`config.mk`:
```
export PLATFORM = sky130hd
export DESIGN_NAME = ramp_timeout_sampler
export DESIGN_NICKNAME = d
export VERILOG_FILES = /design/src/rtl/rts_pkg.sv /design/src/rtl/rts_seq.sv /design/src/rtl/rts_tick_cnt.sv /design/src/rtl/rts_result.sv /design/src/rtl/ramp_timeout_sampler.sv
export SDC_FILE = /design/constraint.sdc
export NUM_CORES = 1
export LEC_CHECK = 0
export ABC_AREA = 1
export CAP_MARGIN = 20
export CELL_PAD_IN_SITES_DETAIL_PLACEMENT = 0
export CELL_PAD_IN_SITES_GLOBAL_PLACEMENT = 1
export CORE_ASPECT_RATIO = 1.2
export CORE_MARGIN = 2
export CORE_UTILIZATION = 39
export DETAILED_ROUTE_END_ITERATION = 7
export GPL_ROUTABILITY_DRIVEN = 0
export PLACE_DENSITY_LB_ADDON = 0.1
export SETUP_SLACK_MARGIN = 0.02
export SYNTH_ARGS = -nofsm -noshare
export SYNTH_HDL_FRONTEND = slang
export SYNTH_SLANG_ARGS = --single-unit
```
`constraint.sdc`:
```
create_clock -name clk_i -period 1.8 [get_ports clk_i]
set_input_delay 0.36 -clock clk_i [delete_from_list [all_inputs] [get_ports clk_i]]
set_output_delay 0.36 -clock clk_i [all_outputs]
set_load 0.03 [all_outputs]
```
`src/rtl/rts_pkg.sv`:
```
package rts_pkg;
  typedef enum logic [1:0] {
    KIND_ZERO = 2'b00,
    KIND_NORM = 2'b01,
    KIND_INF  = 2'b10
  } kind_e;

  typedef enum logic [1:0] {
    S_IDLE  = 2'b00,
    S_DISCH = 2'b01,
    S_MEAS  = 2'b10,
    S_DONE  = 2'b11
  } seq_state_e;
endpackage

```
`src/rtl/rts_seq.sv`:
```
module rts_seq
  import rts_pkg::*;
#(
  parameter int DISCH_CYC = 4
) (
  input  logic clk_i,
  input  logic rst_ni,
  input  logic sys_rst_i,
  input  logic cmp_i,
  input  logic tick_i,
  input  logic full_i,
  output logic meas_o,
  output logic finish_o,
  output logic inf_o
);
  localparam int DW = (DISCH_CYC < 2) ? 1 : $clog2(DISCH_CYC);
  localparam logic [DW-1:0] DLAST = DW'(DISCH_CYC - 1);

  seq_state_e state_q, state_d;
  logic [DW-1:0] dcnt_q, dcnt_d;

  always_comb begin
    state_d  = state_q;
    dcnt_d   = dcnt_q;
    finish_o = 1'b0;
    inf_o    = 1'b0;
    unique case (state_q)
      S_IDLE: begin
        if (!sys_rst_i) begin
          state_d = S_DISCH;
          dcnt_d  = '0;
        end
      end
      S_DISCH: begin
        if (sys_rst_i)            state_d = S_IDLE;
        else if (dcnt_q == DLAST) state_d = S_MEAS;
        else                      dcnt_d  = dcnt_q + 1'b1;
      end
      S_MEAS: begin
        if (sys_rst_i) begin
          state_d = S_IDLE;
        end else if (cmp_i) begin
          state_d  = S_DONE;
          finish_o = 1'b1;
        end else if (tick_i && full_i) begin
          state_d  = S_DONE;
          finish_o = 1'b1;
          inf_o    = 1'b1;
        end
      end
      S_DONE: state_d = S_DONE;
      default: state_d = S_IDLE;
    endcase
  end

  always_ff @(posedge clk_i or negedge rst_ni) begin
    if (!rst_ni) begin
      state_q <= S_IDLE;
      dcnt_q  <= '0;
    end else begin
      state_q <= state_d;
      dcnt_q  <= dcnt_d;
    end
  end

  assign meas_o = (state_q == S_MEAS);
endmodule

```
`src/rtl/rts_tick_cnt.sv`:
```
module rts_tick_cnt #(
  parameter int CNT_W   = 8,
  parameter int MAX_CNT = 200
) (
  input  logic             clk_i,
  input  logic             rst_ni,
  input  logic             clr_i,
  input  logic             inc_i,
  output logic [CNT_W-1:0] cnt_o,
  output logic             full_o
);
  localparam logic [CNT_W-1:0] FULL_VAL = CNT_W'(MAX_CNT - 1);

  logic [CNT_W-1:0] cnt_q;

  always_ff @(posedge clk_i or negedge rst_ni) begin
    if (!rst_ni)     cnt_q <= '0;
    else if (clr_i)  cnt_q <= '0;
    else if (inc_i)  cnt_q <= cnt_q + 1'b1;
  end

  assign cnt_o  = cnt_q;
  assign full_o = (cnt_q == FULL_VAL);
endmodule

```
`src/rtl/rts_result.sv`:
```
module rts_result
  import rts_pkg::*;
#(
  parameter int CNT_W   = 8,
  parameter int MIN_CNT = 3
) (
  input  logic             clk_i,
  input  logic             rst_ni,
  input  logic             finish_i,
  input  logic             inf_i,
  input  logic [CNT_W-1:0] cnt_i,
  output logic             done_o,
  output logic [CNT_W-1:0] code_o,
  output kind_e            kind_o
);
  logic             short_w;
  logic [CNT_W-1:0] code_d;
  kind_e            kind_d;

  generate
    if (MIN_CNT > 0) begin : g_min
      localparam logic [CNT_W-1:0] MIN_VAL = CNT_W'(MIN_CNT);
      assign short_w = (cnt_i < MIN_VAL);
    end else begin : g_nomin
      assign short_w = 1'b0;
    end
  endgenerate

  always_comb begin
    if (inf_i) begin
      code_d = '1;
      kind_d = KIND_INF;
    end else if (short_w) begin
      code_d = '0;
      kind_d = KIND_ZERO;
    end else begin
      code_d = cnt_i;
      kind_d = KIND_NORM;
    end
  end

  always_ff @(posedge clk_i or negedge rst_ni) begin
    if (!rst_ni) begin
      done_o <= 1'b0;
      code_o <= '0;
      kind_o <= KIND_ZERO;
    end else if (finish_i) begin
      done_o <= 1'b1;
      code_o <= code_d;
      kind_o <= kind_d;
    end
  end
endmodule

```
`src/rtl/ramp_timeout_sampler.sv`:
```
module ramp_timeout_sampler
  import rts_pkg::*;
#(
  parameter int CNT_W     = 8,
  parameter int MIN_CNT   = 3,
  parameter int MAX_CNT   = 200,
  parameter int DISCH_CYC = 4
) (
  input  logic             clk_i,
  input  logic             rst_ni,
  input  logic             sys_rst_i,
  input  logic             tick_i,
  input  logic             cmp_i,
  output logic             ramp_en_o,
  output logic             done_o,
  output logic [CNT_W-1:0] code_o,
  output logic [1:0]       kind_o
);
  logic             meas, finish, inf, full;
  logic [CNT_W-1:0] cnt;
  kind_e            kind;

  rts_seq #(.DISCH_CYC(DISCH_CYC)) u_seq (
    .clk_i     (clk_i),
    .rst_ni    (rst_ni),
    .sys_rst_i (sys_rst_i),
    .cmp_i     (cmp_i),
    .tick_i    (tick_i),
    .full_i    (full),
    .meas_o    (meas),
    .finish_o  (finish),
    .inf_o     (inf)
  );

  rts_tick_cnt #(.CNT_W(CNT_W), .MAX_CNT(MAX_CNT)) u_cnt (
    .clk_i  (clk_i),
    .rst_ni (rst_ni),
    .clr_i  (!meas),
    .inc_i  (meas && tick_i && !cmp_i && !sys_rst_i),
    .cnt_o  (cnt),
    .full_o (full)
  );

  rts_result #(.CNT_W(CNT_W), .MIN_CNT(MIN_CNT)) u_res (
    .clk_i    (clk_i),
    .rst_ni   (rst_ni),
    .finish_i (finish),
    .inf_i    (inf),
    .cnt_i    (cnt),
    .done_o   (done_o),
    .code_o   (code_o),
    .kind_o   (kind)
  );

  assign ramp_en_o = meas;
  assign kind_o    = kind;
endmodule

```
==> results.ini, run 1 <==
[synthesis]
synth.area.top_cells = dfrtp_1, nand2_1, nand3_1
yosysTopAreaCell = dfrtp_1
synth_top_area_share_pct = 46.0
syn_area_mm2 = 0.00125
syn_inst = 156
yosys_warnings = 0
ys_top_cells_by_count = nand2_1, dfrtp_1, inv_1, nand3_1, nor2_1
ys_ff_latch = 23
synth_most_common_cell = nand2_1
async_reset_ff_share_pct = 100
syn_nets = 163
synth-edff-count = 0
netlist-cell-type-count = 27
yosysSeqAreaShare_pct = 46.0
syn_area_per_cell_um2 = 8.01
synthFlopType = dfrtp_1

[critical_path]
reg2reg_depth = 8
path_buf_inv = 1
critical_path.max_stage_delay_ns = 0.67
path_depth = 1
critPathSlowestCell = clkdlybuf4s50_1
critPathTopFamily = buffers and inverters
cp-endpoint = code_o[2]
r2r_slack_ns = 0.22
crit_path_cell_trace = clkdlybuf4s50_1
start_kind = register
reg2reg_to = u_res.code_o[3]$_DFFE_PN0P_
critPathRequiredTime_ns = 1.44
worst-setup-path-type = register to output pin
worstSetupStartpoint = u_res.code_o[2]$_DFFE_PN0P_
critPathMaxFanout = 2
end_kind = output pin
arrival_ns = 1.37
reg2reg_from = u_cnt.cnt_o[0]$_DFFE_PN0P_

[sta]
relSlewSlack_pct = 79.3
rsz0062_at_grt = no
period_share_pct = 96.3
fin_setup_tns_ns = 0
finalSetupViolations = 0
finalCriticalPeriod_ns = 1.73
skew_ns = 0.00582
max_freq_mhz = 577
drv_slew = 0
fin_hold_ws_ns = 0.389
tightest_slew_ns = 0.309
hold_viol = 0

[placed_design]
port-buffer-count = 16
dpl.hpwl_um = 1900

[pwr]
p_per_area_mw_per_mm2 = 940
p_leak_nw = 0.789
comb_power_share_pct = 35.0
ir_drop_mv = 0.516
power_frac_seq_pct = 47.5
power.clock.fraction_pct = 17.6
swShare_pct = 38.4
internal-power_w = 0.000866
switchingPower_w = 0.000541

[cells_and_area]
seq_area_um2 = 576
drive_above_1_share_pct = 12.9
multi_input_area_um2 = 587
nFillCells = 307
antenna_cells = 0
area_growth_pct = 19.7
nets = 186

[global_routing]
grt_max_degree = 24
grt-ovfl-total = 0
grt.met2_usage_pct = 24.6
grt-busiest-layer = met2
grtUsageMet1_pct = 20.5
antenna_found_initial = 0
use_met3_pct = 1.96
grt_use_total_pct = 15.0
grt_pass1_vias = 977
grt_pass1_wl_um = 4400

[cts]
clock_path_buffers = 2
cts-htree-levels = 1
hold_buffers = 0
insertion_delay_ns = 0.31
cts_tree = built
clk_pin_slew_ns = 0.13
post_cts_resize_count = 1
post_cts_buffers = 0
cts_buffers = 3
cts.sinks = 23
root_buffer = clkbuf_4

[route]
drt_iter0_drc = 31
post_drt_wl_per_cell_um = 11.7
via_per_inst = 4.85
drc = 0
antenna_left = 0
dr.pass1.iters = 4
vias = 1038
drt-total-wl_um = 2510

[min_path]
holdCritPathClass = input port to async pin

[floorplanning]
die_area_mm2 = 0.00368
die_h_um = 66.0
pin_count = 17
fp.coreArea_mm2 = 0.00306
rows = 22
start_util_pct = 40.9
fp.dieW_um = 55.7

[flow_run]
drv_cap = 0

[outcome]
status = finished clean

[power by group through the flow]
stage	logic, W	clock network (W)	registers, W
after detailed placement	0.000504	0	0.000678
after floorplan	0.000271	0	0.000734
after global placement	0.000495	0	0.000675
after CTS	0.000498	0.000256	0.000669
final	0.000492	0.000247	0.000668
after global routing	0.000544	0.000277	0.000681
[sequential cells by signal (all words and copies together), names as in the netlist]
register	count
u_res.kind_o	2
u_res.done_o	1
u_seq.state_q	2
u_cnt.cnt_o	8
u_res.code_o	8
u_seq.dcnt_q	2
[stage by stage]
step / util [%] / worst slack (ns) / total power [W] / cells / area, µm²
2_1_floorplan: - / 0.377 / 0.00100 / 156 / 1250
3_3_place_gp: 48.1 / 0.104 / 0.00117 / 210 / 1470
3_5_place_dp: 48.1 / 0.0928 / 0.00118 / 210 / 1470
4_1_cts: 48.9 / 0.0585 / 0.00142 / 214 / 1490
5_1_grt: 49.0 / 0.0265 / 0.00150 / 214 / 1500
6_report: 49.0 / 0.0673 / 0.00141 / 214 / 1500
[how the worst min path moves through the flow]
stage | startpoint | end | slack (ns) | depth (start not counted)
floorplan | rst_ni | u_cnt.cnt_o[0]$_DFFE_PN0P_ | 0.06 | 0
global placement | u_res.done_o$_DFFE_PN0P_ | u_res.done_o$_DFFE_PN0P_ | 0.45 | 2
detailed placement | u_res.done_o$_DFFE_PN0P_ | u_res.done_o$_DFFE_PN0P_ | 0.45 | 2
CTS | rst_ni | u_res.code_o[5]$_DFFE_PN0P_ | 0.40 | 2
global route | rst_ni | u_res.code_o[5]$_DFFE_PN0P_ | 0.40 | 2
finish | rst_ni | u_res.code_o[5]$_DFFE_PN0P_ | 0.39 | 2
[worst reg2reg max path, delay by kind of cell (launching register included)]
kind,cells,cell delay (ns)
fa+ha+maj,1,0.27
flops,1,0.44
simple gates,7,0.79
[placed cells by master, fill, tap and decap left out, drive strengths merged]
| master | n |
|---|---|
| nor2 | 16 |
| nand4 | 2 |
| and2 | 1 |
| a22o | 2 |
| ha | 2 |
| dlygate4sd2 | 1 |
| nor3 | 1 |
| o21ai | 7 |
| o21bai | 1 |
| clkdlybuf4s50 | 15 |
| nand2 | 56 |
| clkbuf | 4 |
| inv | 19 |
| nand3b | 1 |
| nand3 | 16 |
| a211oi | 1 |
| a21oi | 5 |
| dfrtp | 23 |
| xor2 | 1 |
| buf | 4 |
[area by class of cell]
cell class / instances / share of cell area (%)
Clock buffer: 4 / 1.76
Inverter: 19 / 4.93
Multi-Input combinational cell: 112 / 39.2
Sequential cell: 23 / 38.5
Tap cell: 36 / 3.01
Timing Repair Buffer: 20 / 12.6
[cells by family after synthesis]
family	count (synthesis)	share of synthesized area (%)
simple gates	93	35.7
flops	23	46.0
buf+inv	21	7.21
compound gates	16	8.31
fa+ha+maj	2	2.00
xor+xnor	1	0.701
[per-layer routing]
metal  wire (µm)  share of wire (%)
met4          18               0.72
met1        1250                 50
met3          98                3.9
met2        1140                 45
met5           0                  0
Note: power is estimated with default switching activity, not from simulation.
==> inputs of run 2 (changes only) <==
SYNTH_HIERARCHICAL = 1   (was unset)
==> results.ini, run 2 <==
[cts]
cts_buffers = 3  ; unchanged
clk_pin_slew_ns = 0.13  ; about the same
cts_tree = built
root_buffer = clkbuf_4
cts-htree-levels = 1  ; unchanged
cts.sinks = 23  ; unchanged
insertion_delay_ns = 0.31  ; about the same
clock_path_buffers = 2  ; unchanged

[synthesis]
synth-edff-count = 0  ; unchanged
yosysSeqAreaShare_pct = 46.2  ; +0.19 points
yosysTopAreaCell = dfrtp_1
synth_most_common_cell = nand2_1
syn_inst = 158  ; +1.3%
synth.area.top_cells = dfrtp_1, nand2_1, inv_1
ys_top_cells_by_count = nand2_1, dfrtp_1, inv_1, nor2_1, o21ai_0
synth_top_area_share_pct = 46.2  ; +0.19 points
netlist-cell-type-count = 23  ; -15%
async_reset_ff_share_pct = 100  ; unchanged
syn_area_mm2 = 0.00124  ; -0.40%
yosys_warnings = 6  ; +6
ys_ff_latch = 23  ; unchanged
syn_area_per_cell_um2 = 7.88  ; -1.7%
synthFlopType = dfrtp_1
syn_nets = 165  ; +1.2%

[global_routing]
grt_pass1_wl_um = 4420  ; +0.45%
grt_pass1_vias = 1026  ; +5.0%
grt_max_degree = 24  ; unchanged
grt-ovfl-total = 0  ; unchanged
grt_use_total_pct = 15.3  ; +0.35 points
antenna_found_initial = 0  ; unchanged

[cells_and_area]
final_cell_mix = nand2_1, dfrtp_1, nor2_1
seq_area_um2 = 576  ; unchanged
nFillCells = 311  ; +1.3%
mostFrequentLayoutCell = nand2_1
nets = 199  ; +7.0%
multi_input_area_um2 = 594  ; +1.3%
drive_above_1_share_pct = 20.4  ; +7.5 points
area_growth_pct = 28.2
antenna_cells = 0  ; unchanged

[sta]
period_share_pct = 95.6  ; -0.65 points
skew_ns = 0.00450  ; -0.00132 ns
finalCriticalPeriod_ns = 1.72  ; -0.0117 ns
hold_viol = 0  ; unchanged
relSlewSlack_pct = 79.0  ; -0.31 points
fin_hold_ws_ns = 0.379  ; -0.0102 ns
layout_setup_ws_ns = 0.0790  ; +0.0117 ns
tightest_slew_ns = 0.314  ; +0.00512 ns
drv_slew = 0  ; unchanged
fin_setup_tns_ns = 0  ; unchanged
max_freq_mhz = 581  ; +0.68%
finalSetupViolations = 0  ; unchanged
rsz0062_at_grt = no

[flow_run]
drv_cap = 0  ; unchanged

[critical_path]
critical_path.max_stage_delay_ns = 0.67  ; about the same
crit_path_cell_trace = clkdlybuf4s50_1
arrival_ns = 1.36  ; about the same
end_kind = output pin
critPathTopFamily = buffers and inverters
start_kind = register
critPathRequiredTime_ns = 1.44  ; about the same
path_buf_inv = 1  ; unchanged
critPathSlowestCell = clkdlybuf4s50_1
critPathMaxFanout = 2  ; unchanged
worst-setup-path-type = register to output pin

[floorplanning]
fp.coreArea_mm2 = 0.00306  ; unchanged
die_h_um = 65.9  ; -0.19%
pin_count = 17  ; unchanged
rows = 22  ; unchanged
die_area_mm2 = 0.00366  ; -0.38%
start_util_pct = 40.7  ; -0.16 points
fp.dieW_um = 55.6  ; -0.19%

[route]
drt_iter0_drc = 49  ; +58%
drt-total-wl_um = 2580  ; +3.0%
vias = 1091  ; +5.1%
post_drt_wl_per_cell_um = 11.4  ; -2.9%
drc = 0  ; unchanged
via_per_inst = 4.81  ; -0.91%
dr.pass1.iters = 4  ; unchanged
antenna_left = 0  ; unchanged

[pwr]
p_per_area_mw_per_mm2 = 837  ; -11%
ir_drop_mv = 0.580  ; +12%
finalPower_w = 0.00134  ; -5.1%
p_leak_nw = 0.835  ; +5.7%

[placed_design]
dpl.hpwl_um = 1950  ; +2.9%
port-buffer-count = 16  ; unchanged
post-place-ws_ns = -0.0427  ; -0.136 ns

[outcome]
status = finished clean

[min_path]
holdCritPathClass = input port to async pin

run 2: area by class of cell:
type,instances,area share [%]
inverter,21,4.94
sequential,23,36.1
tap,36,2.82
multi-input combinational,112,37.2
clock inverter,1,0.313
clock buffer,3,1.41
timing repair buffer,31,17.2
run 2: stage by stage:
step	utilization (%)	area (µm²)	cells
floorplan	-	1250	158
global placement	50.4	1540	222
detailed placement	50.4	1540	222
CTS	51.7	1580	227
global route	52.3	1600	227
finish	52.3	1600	227
run 2: worst paths after layout:
kind	startpoint	to	slack [ns]	cells after the start
max	u_res/kind_o[1]$_DFFE_PN0P_	kind_o[1]	0.08	1
min	rst_ni	u_res/kind_o[1]$_DFFE_PN0P_	0.38	2
max reg2reg	u_cnt/cnt_o[4]$_DFFE_PN0P_	u_res/code_o[0]$_DFFE_PN0P_	0.19	9
min reg2reg	u_res/done_o$_DFFE_PN0P_	u_res/done_o$_DFFE_PN0P_	0.48	1
max in group asynchronous	rst_ni	u_cnt/cnt_o[3]$_DFFE_PN0P_	1.19	2
min in group clk_i	u_res/done_o$_DFFE_PN0P_	u_res/done_o$_DFFE_PN0P_	0.48	1
run 2: timing repair:
| action | 4_1_cts | 5_1_grt |
|---|---|---|
| pin swaps | 3 | 1 |
| gates resized for setup | 2 | 6 |
| hold buffers | 0 | 0 |
| buffers inserted | 1 | 0 |
| setup endpoints to repair | 8 | 13 |
run 2: routing by layer:
metal	track usage, %	share of wire [%]
met5	0	0
met4	6.71	1.3
met3	2.15	3.3
met2	26.6	48
met1	18.9	47
run 2: cell families after synthesis:
logic type | synth area share [%]
buffers and inverters | 8.14
adders and majority gates | 2.01
AOI/OAI and AO/OA | 9.85
xor gates and xnor gates | 0.704
DFF | 46.2
and+or+nand+nor | 33.1
run 2: power breakdown:
part	leakage, nW	internal (W)	switching, W
clock	0.0177	0.0000831	0.000160
sequential	0.311	0.000573	0.0000482
combinational	0.506	0.000176	0.000296
==> inputs of run 3 (changes only) <==
CORE_UTILIZATION = 42   (was 39)
clock period = 2.1 ns   (was 1.8 ns; I/O delays follow)
==> results.ini, run 3 (synthesized netlist as in run 2, its figures left out) <==
[critical_path]
path_buf_inv = 2  ; +1
worstSetupStartpoint = u_seq/state_q[1]$_DFFE_PN0P_
reg2reg_depth = 8  ; -1
reg2reg_to = u_res/kind_o[0]$_DFFE_PN0P_
arrival_ns = 1.40  ; +0.04 ns
start_kind = register
worst-setup-path-type = register to output pin
crit_path_cell_trace = inv_1 -> nor2_4 -> dlygate4sd2_1
critical_path.max_stage_delay_ns = 0.44  ; -0.23 ns
r2r_slack_ns = 0.31  ; +0.12 ns
critPathMaxFanout = 5  ; +3
end_kind = output pin
cp-endpoint = ramp_en_o
path_depth = 3  ; +2
reg2reg_from = u_cnt/cnt_o[0]$_DFFE_PN0P_
critPathTopFamily = buffers and inverters
critPathRequiredTime_ns = 1.68  ; +0.24 ns
critPathSlowestCell = dfrtp_1

[cts]
cts_tree = built
cts_buffers = 3  ; unchanged
cts.sinks = 23  ; unchanged
post_cts_buffers = 0  ; -1
clk_pin_slew_ns = 0.13  ; about the same
cts-htree-levels = 1  ; unchanged
hold_buffers = 0  ; unchanged
root_buffer = clkbuf_4
clock_path_buffers = 2  ; unchanged
insertion_delay_ns = 0.31  ; about the same

[pwr]
ir_drop_mv = 0.471  ; -19%
p_per_area_mw_per_mm2 = 750  ; -10%
p_leak_nw = 0.778  ; -6.8%

[global_routing]
grt_pass1_wl_um = 4530  ; +2.5%
grt_use_total_pct = 17.8  ; +2.4 points
grt-ovfl-total = 0  ; unchanged
antenna_found_initial = 0  ; unchanged
grt_max_degree = 24  ; unchanged
grt_pass1_vias = 1033  ; +0.68%

[floorplanning]
die_h_um = 63.6  ; -3.4%
fp.coreArea_mm2 = 0.00281  ; -8.0%
fp.dieW_um = 53.7  ; -3.4%
rows = 21  ; -4.5%
pin_count = 17  ; unchanged
die_area_mm2 = 0.00342  ; -6.7%
start_util_pct = 44.3  ; +3.5 points

[route]
vias = 1077  ; -1.3%
post_drt_wl_per_cell_um = 11.8  ; +4.2%
via_per_inst = 4.96  ; +3.3%
drt-total-wl_um = 2570  ; -0.39%
drc = 0  ; unchanged
drt_iter0_drc = 32  ; -35%
dr.pass1.iters = 4  ; unchanged
antenna_left = 0  ; unchanged

[min_path]
holdCritPathClass = input port to async pin

[sta]
hold_viol = 0  ; unchanged
max_freq_mhz = 549
finalCriticalPeriod_ns = 1.82
skew_ns = 0.00460  ; +0.0000927 ns
layout_setup_ws_ns = 0.279  ; +0.200 ns
drv_slew = 0  ; unchanged
finalSetupViolations = 0  ; unchanged
period_share_pct = 86.7
rsz0062_at_grt = no
relSlewSlack_pct = 78.4  ; -0.60 points
fin_setup_tns_ns = 0  ; unchanged
tightest_slew_ns = 0.324  ; +0.00919 ns

[cells_and_area]
drive_above_1_share_pct = 14.8  ; -5.7 points
nFillCells = 265  ; -15%
multi_input_area_um2 = 581  ; -2.3%
area_growth_pct = 21.7
seq_area_um2 = 576  ; unchanged
nets = 191  ; -4.0%
antenna_cells = 0  ; unchanged
final_cell_mix = nand2_1, dfrtp_1, inv_1, nor2_1, clkdlybuf4s50_1
mostFrequentLayoutCell = nand2_1

[flow_run]
drv_cap = 0  ; unchanged

[outcome]
status = finished clean

[placed_design]
port-buffer-count = 16  ; unchanged
dpl.hpwl_um = 1940  ; -0.68%
post-place-ws_ns = 0.179  ; +0.222 ns

run 3: report_power, final:
part / total [W] / switching (W) / internal [W]
clock: 0.000206 / 0.000132 / 0.0000741
sequential: 0.000535 / 0.0000438 / 0.000491
combinational: 0.000395 / 0.000257 / 0.000138
total: 0.00114 / 0.000433 / 0.000704
run 3: worst reg2reg max path: stages, from the launching register on:
cell and delay, ns:
dfrtp_1 0.37, ha_1 0.21, nand2_1 0.11, nor4_2 0.26, nand2_1 0.17, nor3_4 0.32, nor2_1 0.09, o21ai_0 0.08
nand2_1 0.07
run 3: metal layers:
metal | vias up | track usage [%] | wire length, µm | part of all wire [%]
li1 | 551 | - | - | -
met1 | 505 | 24.4 | 1170 | 45
met2 | 19 | 27.7 | 1280 | 50
met3 | 2 | 2.13 | 96 | 3.7
met4 | 0 | 6.73 | 21 | 0.82
met5 | - | 0 | 0 | 0
run 3: metrics by stage:
step	instance area, µm²	cells	utilization [%]	power, W	hold slack [ns]
2_1_floorplan	1240	158	-	0.000822	0.124
3_3_place_gp	1480	213	52.6	0.000930	0.447
3_5_place_dp	1480	213	52.6	0.000942	0.448
4_1_cts	1500	217	53.4	0.00115	0.449
5_1_grt	1520	217	53.9	0.00122	0.492
6_report	1520	217	53.9	0.00114	0.447
run 3: worst min-delay path by stage:
stage	start	endpoint	slack, ns	depth (start not counted)
after floorplan	rst_ni	u_cnt/cnt_o[0]$_DFFE_PN0P_	0.12	0
after global placement	u_res/done_o$_DFFE_PN0P_	u_res/done_o$_DFFE_PN0P_	0.45	1
after detailed placement	u_res/done_o$_DFFE_PN0P_	u_res/done_o$_DFFE_PN0P_	0.45	1
after CTS	rst_ni	u_res/done_o$_DFFE_PN0P_	0.45	2
after global routing	rst_ni	u_res/done_o$_DFFE_PN0P_	0.49	2
final	rst_ni	u_res/code_o[3]$_DFFE_PN0P_	0.45	2
run 3: what timing repair did:
item	4_1_cts	5_1_grt
endpoints found under the setup margin	1	8
pin swaps	0	0
resized for setup	1	2
run 3: layout make-up:
cell class,instances,share of cell area [%]
Multi-Input combinational cell,112,38.3
Sequential cell,23,38.0
Timing Repair Buffer,23,14.0
Inverter,21,5.20
Tap cell,34,2.81
Clock buffer,4,1.73
